`config.mk`:
```
export PLATFORM = sky130hd
export DESIGN_NAME = cdb_arbiter
export DESIGN_NICKNAME = d
export VERILOG_FILES = /design/src/rtl/cdb_pkg.sv /design/src/rtl/cdb_pick.sv /design/src/rtl/cdb_bus_slot.sv /design/src/rtl/cdb_arbiter.sv
export SDC_FILE = /design/constraint.sdc
export NUM_CORES = 1
export LEC_CHECK = 0
export BUFFER_PORTS_ARGS = -buffer_cell sky130_fd_sc_hd__buf_2
export CAP_MARGIN = 30
export CORE_MARGIN = 5
export CORE_UTILIZATION = 37
export CTS_CLUSTER_SIZE = 25
export DETAILED_ROUTE_END_ITERATION = 8
export PLACE_DENSITY = 0.7
export SLEW_MARGIN = 20
export SYNTH_ARGS = -nofsm -noshare
export SYNTH_HDL_FRONTEND = slang
export SYNTH_SLANG_ARGS = --single-unit
export TNS_END_PERCENT = 10
```
`constraint.sdc`:
```
create_clock -name clk -period 3.3 [get_ports clk]
set_clock_uncertainty 0.05 [all_clocks]
set_input_delay 0.99 -clock clk [delete_from_list [all_inputs] [get_ports clk]]
set_output_delay 0.99 -clock clk [all_outputs]
set_load 0.01 [all_outputs]
```
`src/rtl/cdb_pkg.sv`:
```
package cdb_pkg;
    localparam int NUM_CLASS = 6;

    typedef enum logic [2:0] {
        CLS_BRANCH = 3'd0,
        CLS_DIVIDE = 3'd1,
        CLS_LDST   = 3'd2,
        CLS_MULT   = 3'd3,
        CLS_FPADD  = 3'd4,
        CLS_INTALU = 3'd5
    } fu_class_e;
endpackage

```
`src/rtl/cdb_pick.sv`:
```
// Priority chain: each stage takes the lowest set bit of what is left.
module cdb_pick #(
    parameter int NUM_CDB = 2,
    parameter int NUM_REQ = 6
) (
    input  logic [NUM_REQ-1:0]         req,
    output logic [NUM_CDB*NUM_REQ-1:0] gnt,
    output logic [NUM_REQ-1:0]         taken
);
    logic [NUM_REQ-1:0] remain [NUM_CDB+1];

    assign remain[0] = req;

    for (genvar b = 0; b < NUM_CDB; b++) begin : g_stage
        logic [NUM_REQ-1:0] lowest;
        assign lowest        = remain[b] & (~remain[b] + NUM_REQ'(1));
        assign gnt[b*NUM_REQ +: NUM_REQ] = lowest;
        assign remain[b+1]   = remain[b] & ~lowest;
    end

    assign taken = req & ~remain[NUM_CDB];
endmodule

```
`src/rtl/cdb_bus_slot.sv`:
```
// One bus: winner select, output register, saturating broadcast counter.
module cdb_bus_slot #(
    parameter int NUM_REQ = 6,
    parameter int TAG_W   = 4,
    parameter int DATA_W  = 32,
    parameter int CNT_W   = 16
) (
    input  logic                      clk,
    input  logic                      rst_n,
    input  logic [NUM_REQ-1:0]        gnt,
    input  logic [NUM_REQ*TAG_W-1:0]  req_tag,
    input  logic [NUM_REQ*DATA_W-1:0] req_data,
    output logic                      bus_valid,
    output logic [TAG_W-1:0]          bus_tag,
    output logic [DATA_W-1:0]         bus_data,
    output logic [CNT_W-1:0]          bus_cnt
);
    localparam logic [CNT_W-1:0] CNT_MAX = '1;

    logic [TAG_W-1:0]  sel_tag;
    logic [DATA_W-1:0] sel_data;
    logic              any_gnt;

    always_comb begin
        sel_tag  = '0;
        sel_data = '0;
        for (int i = 0; i < NUM_REQ; i++) begin
            if (gnt[i]) begin
                sel_tag  = sel_tag  | req_tag[i*TAG_W +: TAG_W];
                sel_data = sel_data | req_data[i*DATA_W +: DATA_W];
            end
        end
    end

    assign any_gnt = |gnt;

    always_ff @(posedge clk) begin
        if (!rst_n) begin
            bus_valid <= 1'b0;
            bus_tag   <= '0;
            bus_data  <= '0;
            bus_cnt   <= '0;
        end else begin
            bus_valid <= any_gnt;
            bus_tag   <= sel_tag;
            bus_data  <= sel_data;
            if (any_gnt && bus_cnt != CNT_MAX) begin
                bus_cnt <= bus_cnt + CNT_W'(1);
            end
        end
    end
endmodule

```
`src/rtl/cdb_arbiter.sv`:
```
module cdb_arbiter #(
    parameter int NUM_CDB  = 2,
    parameter int ROB_SIZE = 16,
    parameter int DATA_W   = 32,
    parameter int CNT_W    = 16,
    localparam int NREQ    = cdb_pkg::NUM_CLASS,
    localparam int TAG_W   = $clog2(ROB_SIZE)
) (
    input  logic                      clk,
    input  logic                      rst_n,
    input  logic [NREQ-1:0]           req,
    input  logic [NREQ*TAG_W-1:0]     req_tag,
    input  logic [NREQ*DATA_W-1:0]    req_data,
    output logic [NUM_CDB*NREQ-1:0]   cdb_gnt,
    output logic [NREQ-1:0]           req_stall,
    output logic [NUM_CDB-1:0]        cdb_valid,
    output logic [NUM_CDB*TAG_W-1:0]  cdb_tag,
    output logic [NUM_CDB*DATA_W-1:0] cdb_data,
    output logic [NUM_CDB*CNT_W-1:0]  bcast_cnt
);
    logic [NREQ-1:0] taken;

    cdb_pick #(.NUM_CDB(NUM_CDB), .NUM_REQ(NREQ)) u_pick (
        .req   (req),
        .gnt   (cdb_gnt),
        .taken (taken)
    );

    assign req_stall = req & ~taken;

    for (genvar b = 0; b < NUM_CDB; b++) begin : g_bus
        cdb_bus_slot #(
            .NUM_REQ (NREQ),
            .TAG_W   (TAG_W),
            .DATA_W  (DATA_W),
            .CNT_W   (CNT_W)
        ) u_slot (
            .clk       (clk),
            .rst_n     (rst_n),
            .gnt       (cdb_gnt[b*NREQ +: NREQ]),
            .req_tag   (req_tag),
            .req_data  (req_data),
            .bus_valid (cdb_valid[b]),
            .bus_tag   (cdb_tag[b*TAG_W +: TAG_W]),
            .bus_data  (cdb_data[b*DATA_W +: DATA_W]),
            .bus_cnt   (bcast_cnt[b*CNT_W +: CNT_W])
        );
    end
endmodule

```
==> results of run 1 <==
## state kept, by name (all words and copies together), names as in the netlist
signal / cells
g_bus.u_slot.bus_data: 64
g_bus.u_slot.bus_cnt: 32
g_bus.u_slot.bus_tag: 8
g_bus.u_slot.bus_valid: 2
## tightest hold or removal path: stages, from the launching register on
cell     delay (ns)
dfxtp_1        0.33
o31ai_1        0.07
a21oi_1        0.06
## metal layers
metal  global-route usage  vias up  part of all wire
li1                     -     3356                 -
met1                0.317     3355              0.37
met2                0.432      557              0.47
met3               0.0765       80              0.12
met4                0.138        2             0.042
met5                    0        -           0.00051
## cell families after synthesis
logic type,Yosys count,share of synthesized area
adder cells (fa/ha/maj),3,0.00612
XOR/XNOR,11,0.0168
AND/OR/NAND/NOR,221,0.185
buffers and inverters,77,0.0612
flip-flops,106,0.371
multiplexers,7,0.0122
AO/OA/AOI/OAI,274,0.347
other,1,0.000655
## per-stage QoR
stage / area, µm² / util / setup slack (ns) / total power, mW
after floorplan: 5730 / - / 0.0344 / 1.76
after global placement: 7570 / 0.498 / 0.216 / 2.11
after detailed placement: 7570 / 0.498 / 0.209 / 2.11
after CTS: 7880 / 0.518 / 0.205 / 3.26
after global routing: 7880 / 0.518 / 0.119 / 3.38
final: 7880 / 0.518 / 0.196 / 3.24
## layout make-up
class | instances | area (µm²)
clock inverters | 3 | 65.1
clock buffers | 11 | 243
flip-flops and latches | 106 | 2120
repair buffers | 366 | 1910
well taps | 188 | 235
fillers | 1489 | 7320
inverters | 5 | 18.8
multi-input cells | 519 | 3280
## power by group through the flow
stage | Combinational [mW] | Sequential (mW) | Clock [mW]
6_report | 0.703 | 1.39 | 1.15
2_1_floorplan | 0.303 | 1.45 | 0
3_5_place_dp | 0.693 | 1.42 | 0
3_3_place_gp | 0.693 | 1.41 | 0
4_1_cts | 0.696 | 1.39 | 1.18
5_1_grt | 0.758 | 1.39 | 1.23
## cell usage after synthesis (7+ instances only)
library cell | count | share of area
nand3_1 | 9 | 0.0079
nand2_1 | 95 | 0.062
dfxtp_1 | 106 | 0.37
o21ai_1 | 7 | 0.0061
buf_1 | 7 | 0.0046
nand4_1 | 11 | 0.012
a21oi_1 | 87 | 0.076
clkbuf_1 | 35 | 0.023
or4_1 | 7 | 0.0092
a22oi_1 | 36 | 0.047
mux2i_1 | 7 | 0.012
o31ai_1 | 7 | 0.0092
a31oi_1 | 40 | 0.044
a222oi_1 | 72 | 0.13
buf_2 | 22 | 0.019
nor2_1 | 57 | 0.037
buf_4 | 7 | 0.0092
## path summary, 6_finish.rpt
path	slack (ns)	endpoint
worst max-delay path	0.20	req_stall[5]
worst min-delay path	0.45	g_bus[1].u_slot.bus_cnt[5]$_SDFFE_PN0P_
worst max register to register	1.33	g_bus[1].u_slot.bus_cnt[8]$_SDFFE_PN0P_
worst min register to register	0.45	g_bus[1].u_slot.bus_cnt[5]$_SDFFE_PN0P_
==> metrics.md, run 1 <==
| Metric | Value |
|---|---|
| Gpl congestion | `0.967` |
| Combinational share of power | `0.217` |
| CP Depth | `5` |
| Worst vdd ir | `0.220 mV` |
| Total wire length | `25300 µm` |
| Pins Over Slew Limit | `0` |
| Leakage | `3.51 nW` |
| Status | `complete, but fails checks` |
| Final setup vio count | `0` |
| Crit path kind | `input pin to output port` |
| Mapped Area | `0.00572 mm²` |
| Most frequent cells in the layout | `buf_2, dfxtp_1, nand2_1` |
| Hold_ws | `0.454 ns` |
| DR pass1 iterations | `9` |
| Internal power | `2.34 mW` |
| CTS Hold Bufs | `0` |
| Die area | `0.0181 mm²` |
| Crit-path max FO | `20` |
| Die height | `134 µm` |
| Required time of the critical path | `2.26 ns` |
| CTS Buf Count | `9` |
| PortBufs | `344` |
| Crit path capture type | `output port` |
| Seq/Total Area, Yosys | `0.371` |
| Sw power | `0.905 mW` |
| Clock tree buffer depth | `2` |
| DRC | `18` |
| Initial antenna violation count | `1` |
| Share of cells above drive strength 1 | `0.387` |
| Final setup TNS | `0 ns` |
| Die Wd | `134 µm` |
| Gr ovfl total | `0` |
| Tcrit/Tclk final | `0.941` |
| Reg power frac | `0.428` |
| Hold Path Origin | `g_bus[1].u_slot.bus_cnt[5]$_SDFFE_PN0P_` |
| Via-per-instance ratio | `6.14` |
| Min Tclk post-route | `3.10 ns` |
| Worst Path Buf+Inv | `2` |
| Area growth, synth to finish | `37.7%` |
| DP HPWL | `18000 µm` |
| Min-Delay Path Class | `flop to flop` |
| Placed insts | `1184` |
| Most common cell after layout, fill and taps aside | `buf_2` |
| Layout Cells excl Fill | `1198` |
| Diode count | `0` |
| Nets | `1233` |
| TritonCTS clock tree | `done` |
| Most used cell, CP | `buf_2` |
| Pwr Density | `411 mW/mm²` |
| FP Rows | `45` |
| CTS H-tree depth | `3` |
| Maximum number of pins on one net before global-route repair | `50` |
| # clock sinks | `106` |
| IO Count | `348` |
| Final hold violation count | `0` |
| Clock-pin slew on the worst setup and hold paths | `0.07 ns` |
| Clk_lat worst skew | `0.35 ns` |
| Unrepaired setup endpoints after global routing | `false` |
| Failing checks | `design-rule violations` |
| Switch share | `0.279` |
| Cells after Synth | `700` |
| CP Launch Point | `req[2]` |
| Average size of a mapped cell | `8.18 µm²` |
| Most common flop cell mapped by yosys | `dfxtp_1` |
| Worst R2R Path Depth | `5` |
| Post-synth EDFFs | `0` |
| Source of the worst register-to-register timing path | `g_bus[1].u_slot.bus_cnt[2]$_SDFFE_PN0P_` |
| PostCTS Resize Cnt | `0` |
| Vias | `7350` |
| Slowest CP cell | `maj3_1` |
| Ys Warns | `0` |
| Nature of the critical path startpoint | `input pin` |
| Initial Util | `0.376` |
| Setup bufs post-CTS | `0` |
| Initial drt markers | `873` |
| Max cap viols | `0` |
| Clk pwr share | `0.356` |
| Core area | `0.0152 mm²` |
| Yosys cell types | `61` |
| ANT nets after route | `0` |
| Total track usage | `0.265` |
| Fmax | `322 MHz` |
| Critical path, cell by cell | `buf_2 > maj3_1 > o21ai_2 > a21oi_1 > buf_2` |
| Worst Hold Depth | `2` |
| Crit-path leading delay family | `adder cells` |
| Root Buffer | `clkbuf_16` |
| Wire per inst | `21.1 µm` |
| First-pass GRT wire length | `38000 µm` |
| Crit path arrival time | `2.06 ns` |
| Vias in the first global route | `7102` |
| Asr flop ratio synth | `0` |
| Slew Limit Headroom | `0.584` |
| Worst Tran Pin Value | `0.624 ns` |
| Post-synthesis register bit count | `106` |
| CP max stage delay | `0.40 ns` |
Power figures use the tool's default switching activity.
==> run 2: changes to the inputs <==
Settings changed: SETUP_SLACK_MARGIN set to 0.3.
==> run 2 against run 1 <==
  * The flow now finishes without violations
  * Sequential share of layout area shrank 0.23 points
  * Core utilization increased by 0.44 points
  * Total power grew 4.2%
  * Wire length grew 3.4%
  * Global-route usage increased by 0.34 points
==> metrics.md, run 2 (synthesis gave the netlist of run 1 again) <==
| Metric | Value |
|---|---|
| First-pass GRT wire length | `38500 µm (+1.3%)` |
| Worst vdd ir | `0.268 mV (+22%)` |
| Placed insts | `1183 (-0.084%)` |
| Clk pwr share | `0.381 (+0.025)` |
| Gr ovfl total | `0 (unchanged)` |
| Slew Limit Headroom | `0.527 (-0.0566)` |
| Most flop-heavy register | `g_bus.u_slot.bus_data` |
| DRC | `0 (-18)` |
| WHS Endpoint | `g_bus[1].u_slot.bus_cnt[14]$_SDFFE_PN0P_` |
| Nets | `1233 (unchanged)` |
| IO Count | `348 (unchanged)` |
| FP Rows | `45 (unchanged)` |
| Total wire length | `26200 µm (+3.4%)` |
| Leakage | `3.54 nW (+0.66%)` |
| Total track usage | `0.269 (+0.00342)` |
| Final setup vio count | `0 (unchanged)` |
| Vias in the first global route | `7055 (-0.66%)` |
| Final setup TNS | `0 ns (unchanged)` |
| Maximum number of pins on one net before global-route repair | `46 (-8.0%)` |
| Layout Cells excl Fill | `1201 (+0.25%)` |
| Reg-to-reg slack, setup | `1.26 ns (-0.07 ns)` |
| Worst Tran Pin Value | `0.709 ns (+0.0848 ns)` |
| Via-per-instance ratio | `6.16 (+0.42%)` |
| Post-route cell area | `0.00795 mm² (+0.86%)` |
| Top flop regs | `g_bus.u_slot.bus_data: 64 flops, g_bus.u_slot.bus_cnt: 32 flops, g_bus.u_slot.bus_tag: 8 flops` |
| Combinational share of power | `0.209 (-0.008)` |
| Die Wd | `134 µm (unchanged)` |
| RR Endpoint | `g_bus[1].u_slot.bus_cnt[8]$_SDFFE_PN0P_` |
| Die area | `0.0181 mm² (unchanged)` |
| Nature of the critical path startpoint | `input pin` |
| Crit path capture type | `output port` |
| Min-Delay Path Class | `flop to flop` |
| Unrepaired setup endpoints after global routing | `true` |
| TritonCTS clock tree | `done` |
| Source of the worst register-to-register timing path | `g_bus[1].u_slot.bus_cnt[2]$_SDFFE_PN0P_` |
| Status | `finished, final reports clean` |
| Pwr Density | `425 mW/mm² (+3.3%)` |
| Max cap viols | `0 (unchanged)` |
| Die height | `134 µm (unchanged)` |
| Crit path arrival time | `1.97 ns (-0.09 ns)` |
| DR pass1 iterations | `7 (-2)` |
| Crit path kind | `input pin to output port` |
| Crit-path max FO | `18 (-10%)` |
| Clock tree buffer depth | `2 (unchanged)` |
| Most common cell after layout, fill and taps aside | `buf_2` |
| Most frequent cells in the layout | `buf_2, dfxtp_1, nand2_1` |
| Max FFs per register | `64 (unchanged)` |
| Min Tclk post-route | `3.01 ns (-0.0972 ns)` |
| Area growth, synth to finish | `38.8%` |
| Initial Util | `0.376 (unchanged)` |
| Final hold violation count | `0 (unchanged)` |
| Core area | `0.0152 mm² (unchanged)` |
| CTS Hold Bufs | `0 (unchanged)` |
| Vias | `7399 (+0.67%)` |
| Worst Hold Depth | `2 (unchanged)` |
| Hold_ws | `0.454 ns (+0.000196 ns)` |
| # clock sinks | `106 (unchanged)` |
| Share of cells above drive strength 1 | `0.389 (+0.00220)` |
| CTS H-tree depth | `3 (unchanged)` |
| CTS Buf Count | `9 (unchanged)` |
| Root Buffer | `clkbuf_16` |
| Fmax | `333 MHz (+3.2%)` |
| Pins Over Slew Limit | `0 (unchanged)` |
| Initial antenna violation count | `3 (+2)` |
| Tcrit/Tclk final | `0.911 (-0.0295)` |
| Clk_lat worst skew | `0.35 ns (about the same)` |
| Overall Power | `3.38 mW (+4.2%)` |
| Internal power | `2.45 mW (+4.7%)` |
| Clock-pin slew on the worst setup and hold paths | `0.07 ns (about the same)` |
| Hold Path Origin | `g_bus[1].u_slot.bus_cnt[14]$_SDFFE_PN0P_` |
| Gpl congestion | `0.954 (-1.4%)` |
| Switch share | `0.276 (-0.00335)` |
| Reg power frac | `0.410 (-0.018)` |
| Placed cell area | `0.00757 mm² (about the same)` |
| DP HPWL | `18500 µm (+2.5%)` |
| Initial drt markers | `1119 (+28%)` |
| ANT nets after route | `0 (unchanged)` |
| Sw power | `0.931 mW (+3.0%)` |
| Worst R2R Path Depth | `5 (unchanged)` |
| Required time of the critical path | `2.26 ns (about the same)` |
| Wire per inst | `21.8 µm (+3.1%)` |
| PortBufs | `344 (unchanged)` |
-- run 2: cell count changes in the layout (fill, tap and decap cells not counted) --
cell,delta
a21boi_0,-1
a21boi_1,+1
buf_2,-2
buf_4,+1
buf_6,+1
bufinv_16,+1
clkbuf_8,+1
clkinv_2,-1
clkinvlp_4,+1
diode_2,+1
maj3_1,-1
maj3_2,+1
nor4_2,-1
nor4_4,+1
-- run 2: routing by layer --
metal | up-vias | track usage | wire length [µm]
met5 | - | 0 | 27
met4 | 4 | 0.126 | 1010
met3 | 74 | 0.0859 | 3050
met2 | 520 | 0.437 | 12200
met1 | 3449 | 0.322 | 9870
li1 | 3352 | - | -
-- run 2: power groups by stage --
| stage | sequential, mW | combinational, mW | clock, mW |
|---|---|---|---|
| 3_3_place_gp | 1.41 | 0.692 | 0 |
| 3_5_place_dp | 1.41 | 0.695 | 0 |
| 4_1_cts | 1.39 | 0.700 | 1.31 |
| 2_1_floorplan | 1.45 | 0.306 | 0 |
| 5_1_grt | 1.39 | 0.761 | 1.35 |
| 6_report | 1.39 | 0.705 | 1.29 |
-- run 2: how the worst max path moves through the flow --
stage / depth (start not counted) / endpoint / slack, ns / from
finish: 5 / cdb_gnt[11] / 0.29 / req[0]
global route: 5 / cdb_gnt[11] / 0.24 / req[0]
CTS: 4 / req_stall[2] / 0.31 / req[0]
detailed placement: 5 / req_stall[5] / 0.20 / req[2]
global placement: 5 / req_stall[5] / 0.24 / req[2]
floorplan: 6 / cdb_gnt[10] / 0.22 / req[2]
-- run 2: critical path, cell delays in order --
cell,delay (ns)
buf_4,0.24
and2b_1,0.26
o211ai_1,0.22
nand3_2,0.10
buf_2,0.16
-- run 2: cell type report --
cell class | instances | area [µm²]
Fill cell | 1494 | 7260
Multi-Input combinational cell | 519 | 3290
Sequential cell | 106 | 2120
Timing Repair Buffer | 366 | 1920
Clock buffer | 12 | 256
Tap cell | 188 | 235
Clock inverter | 4 | 97.6
Inverter | 5 | 18.8
Antenna cell | 1 | 2.50
-- run 2: repair_timing --
item                       4_1_cts  5_1_grt
setup endpoints to repair        2        5
pin swaps                        1        0
cloned                           0        0
buffers inserted                 1        0
gates resized for setup          3        1
-- run 2: through the flow --
step,worst slack (ns),utilization
floorplan,0.220,-
global placement,0.236,0.498
detailed placement,0.203,0.498
CTS,0.311,0.522
global route,0.245,0.523
finish,0.293,0.523
==> run 3: changes to the inputs <==
Settings changed: PLACE_DENSITY 0.7 to 0.73.
Clock period 3.3 ns to 2.47 ns, I/O delays scaled along.
==> run 3 against run 2 <==
  * Final area up 6.3%
  * Sequential cell count unchanged
  * The flow now finishes with violations (design-rule violations)
  * Clock-buffer cell count down 1
  * Register-to-register slack worse by 0.75 ns
  * Wire length up 0.60%
  * Hold slack worse by 0.011 ns
  * Sequential power up 33%
  * Critical path depth up 1
  * Worst setup slack worse by 0.28 ns
==> metrics.md, run 3 (synthesis gave the netlist of run 1 again) <==
| Metric | Value |
|---|---|
| Status | `complete, but fails checks` |
| Failing checks | `design-rule violations` |
| First-pass GRT wire length | `39600 µm (+2.9%)` |
| Die Wd | `134 µm (unchanged)` |
| DR pass1 iterations | `9 (+2)` |
| Crit-path max FO | `6 (-12)` |
| Overall Power | `4.38 mW (+30%)` |
| Clk pwr share | `0.339 (-0.042)` |
| Reg-to-reg slack, setup | `0.51 ns (-0.75 ns)` |
| Critical path, cell by cell | `buf_8 > bufbuf_16 > o21ai_2 > o211ai_1 > a21boi_4 > buf_6` |
| Die area | `0.0181 mm² (unchanged)` |
| Clock tree buffer depth | `2 (unchanged)` |
| Via-per-instance ratio | `6.07 (-1.5%)` |
| Post-route cell area | `0.00845 mm² (+6.3%)` |
| Most flop-heavy register | `g_bus.u_slot.bus_data` |
| Required time of the critical path | `1.68 ns (-0.58 ns)` |
| Area growth, synth to finish | `47.6%` |
| Gr ovfl total | `0 (unchanged)` |
| Worst R2R Path Depth | `5 (unchanged)` |
| Crit path capture type | `output port` |
| Worst Tran Pin Value | `0.653 ns (-0.0558 ns)` |
| CP Launch Point | `req[0]` |
| Top flop regs | `g_bus.u_slot.bus_data: 64 flops, g_bus.u_slot.bus_cnt: 32 flops, g_bus.u_slot.bus_tag: 8 flops` |
| Final setup vio count | `0 (unchanged)` |
| RR Endpoint | `g_bus[1].u_slot.bus_cnt[8]$_SDFFE_PN0P_` |
| Hold_ws | `0.443 ns (-0.0108 ns)` |
| Die height | `134 µm (unchanged)` |
| TritonCTS clock tree | `done` |
| Gpl congestion | `0.912 (-4.4%)` |
| Source of the worst register-to-register timing path | `g_bus[1].u_slot.bus_cnt[2]$_SDFFE_PN0P_` |
| Fmax | `407 MHz` |
| Wire per inst | `21.3 µm (-2.4%)` |
| Final hold violation count | `0 (unchanged)` |
| Vias | `7515 (+1.6%)` |
| Reg power frac | `0.423 (+0.013)` |
| FP Rows | `45 (unchanged)` |
| Unrepaired setup endpoints after global routing | `true` |
| Max FFs per register | `64 (unchanged)` |
| Min-Delay Path Class | `flop to flop` |
| Core area | `0.0152 mm² (unchanged)` |
| Most common cell after layout, fill and taps aside | `buf_2` |
| DRC | `12 (+12)` |
| Most frequent cells in the layout | `buf_2, dfxtp_1, nand2_1` |
| Min Tclk post-route | `2.46 ns` |
| Pwr Density | `519 mW/mm² (+22%)` |
| CTS H-tree depth | `3 (unchanged)` |
| Share of cells above drive strength 1 | `0.424 (+0.0346)` |
| Total wire length | `26300 µm (+0.60%)` |
| Initial Util | `0.376 (unchanged)` |
| Switch share | `0.290 (+0.0144)` |
| Combinational share of power | `0.238 (+0.029)` |
| Nature of the critical path startpoint | `input pin` |
| # fillers | `1445 (-3.3%)` |
| Tcrit/Tclk final | `0.995` |
| Slew Limit Headroom | `0.561 (+0.0345)` |
| Initial drt markers | `1153 (+3.0%)` |
| Leakage | `3.76 nW (+6.3%)` |
| Pins Over Slew Limit | `0 (unchanged)` |
| Nets | `1266 (+2.7%)` |
| Clock-pin slew on the worst setup and hold paths | `0.07 ns (about the same)` |
| Worst vdd ir | `0.407 mV (+52%)` |
| CTS Hold Bufs | `0 (unchanged)` |
| Vias in the first global route | `7255 (+2.8%)` |
| DP HPWL | `19100 µm (+3.5%)` |
| Root Buffer | `clkbuf_16` |
| Sw power | `1.27 mW (+36%)` |
| Slowest CP cell | `bufbuf_16` |
| CP endpoint | `cdb_gnt[10]` |
| PortBufs | `344 (unchanged)` |
| Total track usage | `0.273 (+0.00445)` |
| ANT nets after route | `0 (unchanged)` |
| Max cap viols | `0 (unchanged)` |
| IO Count | `348 (unchanged)` |
| Initial antenna violation count | `5 (+2)` |
| Crit path arrival time | `1.67 ns (-0.30 ns)` |
| Placed cell area | `0.00781 mm² (+3.2%)` |
| CP max stage delay | `0.26 ns (about the same)` |
| # clock sinks | `106 (unchanged)` |
| Crit path kind | `input pin to output port` |
| Maximum number of pins on one net before global-route repair | `51 (+11%)` |
| Internal power | `3.11 mW (+27%)` |
| Clk_lat worst skew | `0.35 ns (about the same)` |
| CTS Buf Count | `9 (unchanged)` |
[run 3: cell count changes in the layout (fill, tap and decap cells not counted), sizes merged, moves of 2 or more]
cell    delta
buf       +32
diode      +4
bufinv     -2
clkinv     +4
[run 3: worst min-delay path by stage]
stage	endpoint	startpoint	slack, ns	cells past startpoint
floorplan	g_bus[1].u_slot.bus_cnt[11]$_SDFFE_PN0P_	g_bus[1].u_slot.bus_cnt[11]$_SDFFE_PN0P_	0.45	2
global placement	g_bus[1].u_slot.bus_cnt[5]$_SDFFE_PN0P_	g_bus[1].u_slot.bus_cnt[5]$_SDFFE_PN0P_	0.43	2
detailed placement	g_bus[1].u_slot.bus_cnt[11]$_SDFFE_PN0P_	g_bus[1].u_slot.bus_cnt[11]$_SDFFE_PN0P_	0.43	2
CTS	g_bus[1].u_slot.bus_cnt[11]$_SDFFE_PN0P_	g_bus[1].u_slot.bus_cnt[11]$_SDFFE_PN0P_	0.44	2
global route	g_bus[1].u_slot.bus_cnt[5]$_SDFFE_PN0P_	g_bus[1].u_slot.bus_cnt[5]$_SDFFE_PN0P_	0.47	2
finish	g_bus[1].u_slot.bus_cnt[5]$_SDFFE_PN0P_	g_bus[1].u_slot.bus_cnt[5]$_SDFFE_PN0P_	0.44	2
[run 3: layout make-up]
type                    instances  area (µm²)  share of cell area
diodes                          5        12.5             0.00148
clock buffers                  11         243              0.0287
clock inverters                 5        53.8             0.00637
inverters                       5        18.8             0.00222
multi-input cells             519        3370               0.400
flip-flops and latches        106        2120               0.251
well taps                     188         235              0.0279
repair buffers                399        2390               0.283
[run 3: layer usage]
layer  track usage  vias up  share of wire  wire (µm)
li1              -     3418              -          -
met1         0.342     3505           0.38       9950
met2         0.446      534           0.48      12600
met3        0.0769       58           0.12       3090
met4         0.105        0          0.027        701
met5             0        -              0          0
[run 3: repair_timing]
item                                    4_1_cts  5_1_grt
gates cloned                                  1        0
endpoints found under the setup margin       14       30
gates resized for setup                      41       21
pin swaps                                    16       14
setup buffers                                 2        4
[run 3: critical path: cells and delay by family]
kind            cells  cell delay, ns
compound gates      3            0.42
buf+inv             3            0.50
[run 3: power groups by stage]
stage / Combinational (mW) / Sequential, mW / Clock, mW
floorplan: 0.424 / 1.94 / 0
global placement: 0.964 / 1.89 / 0
detailed placement: 0.969 / 1.89 / 0
CTS: 1.01 / 1.85 / 1.50
global route: 1.12 / 1.86 / 1.58
finish: 1.04 / 1.85 / 1.49
[run 3: through the flow]
stage	worst slack, ns	utilization	setup TNS [ns]	instances
2_1_floorplan	-0.0106	-	-0.0106	702
3_3_place_gp	-0.0723	0.514	-0.296	1210
3_5_place_dp	-0.0807	0.514	-0.594	1210
4_1_cts	-0.0280	0.547	-0.0280	1229
5_1_grt	-0.0389	0.556	-0.0591	1238
6_report	0.0114	0.556	0	1238
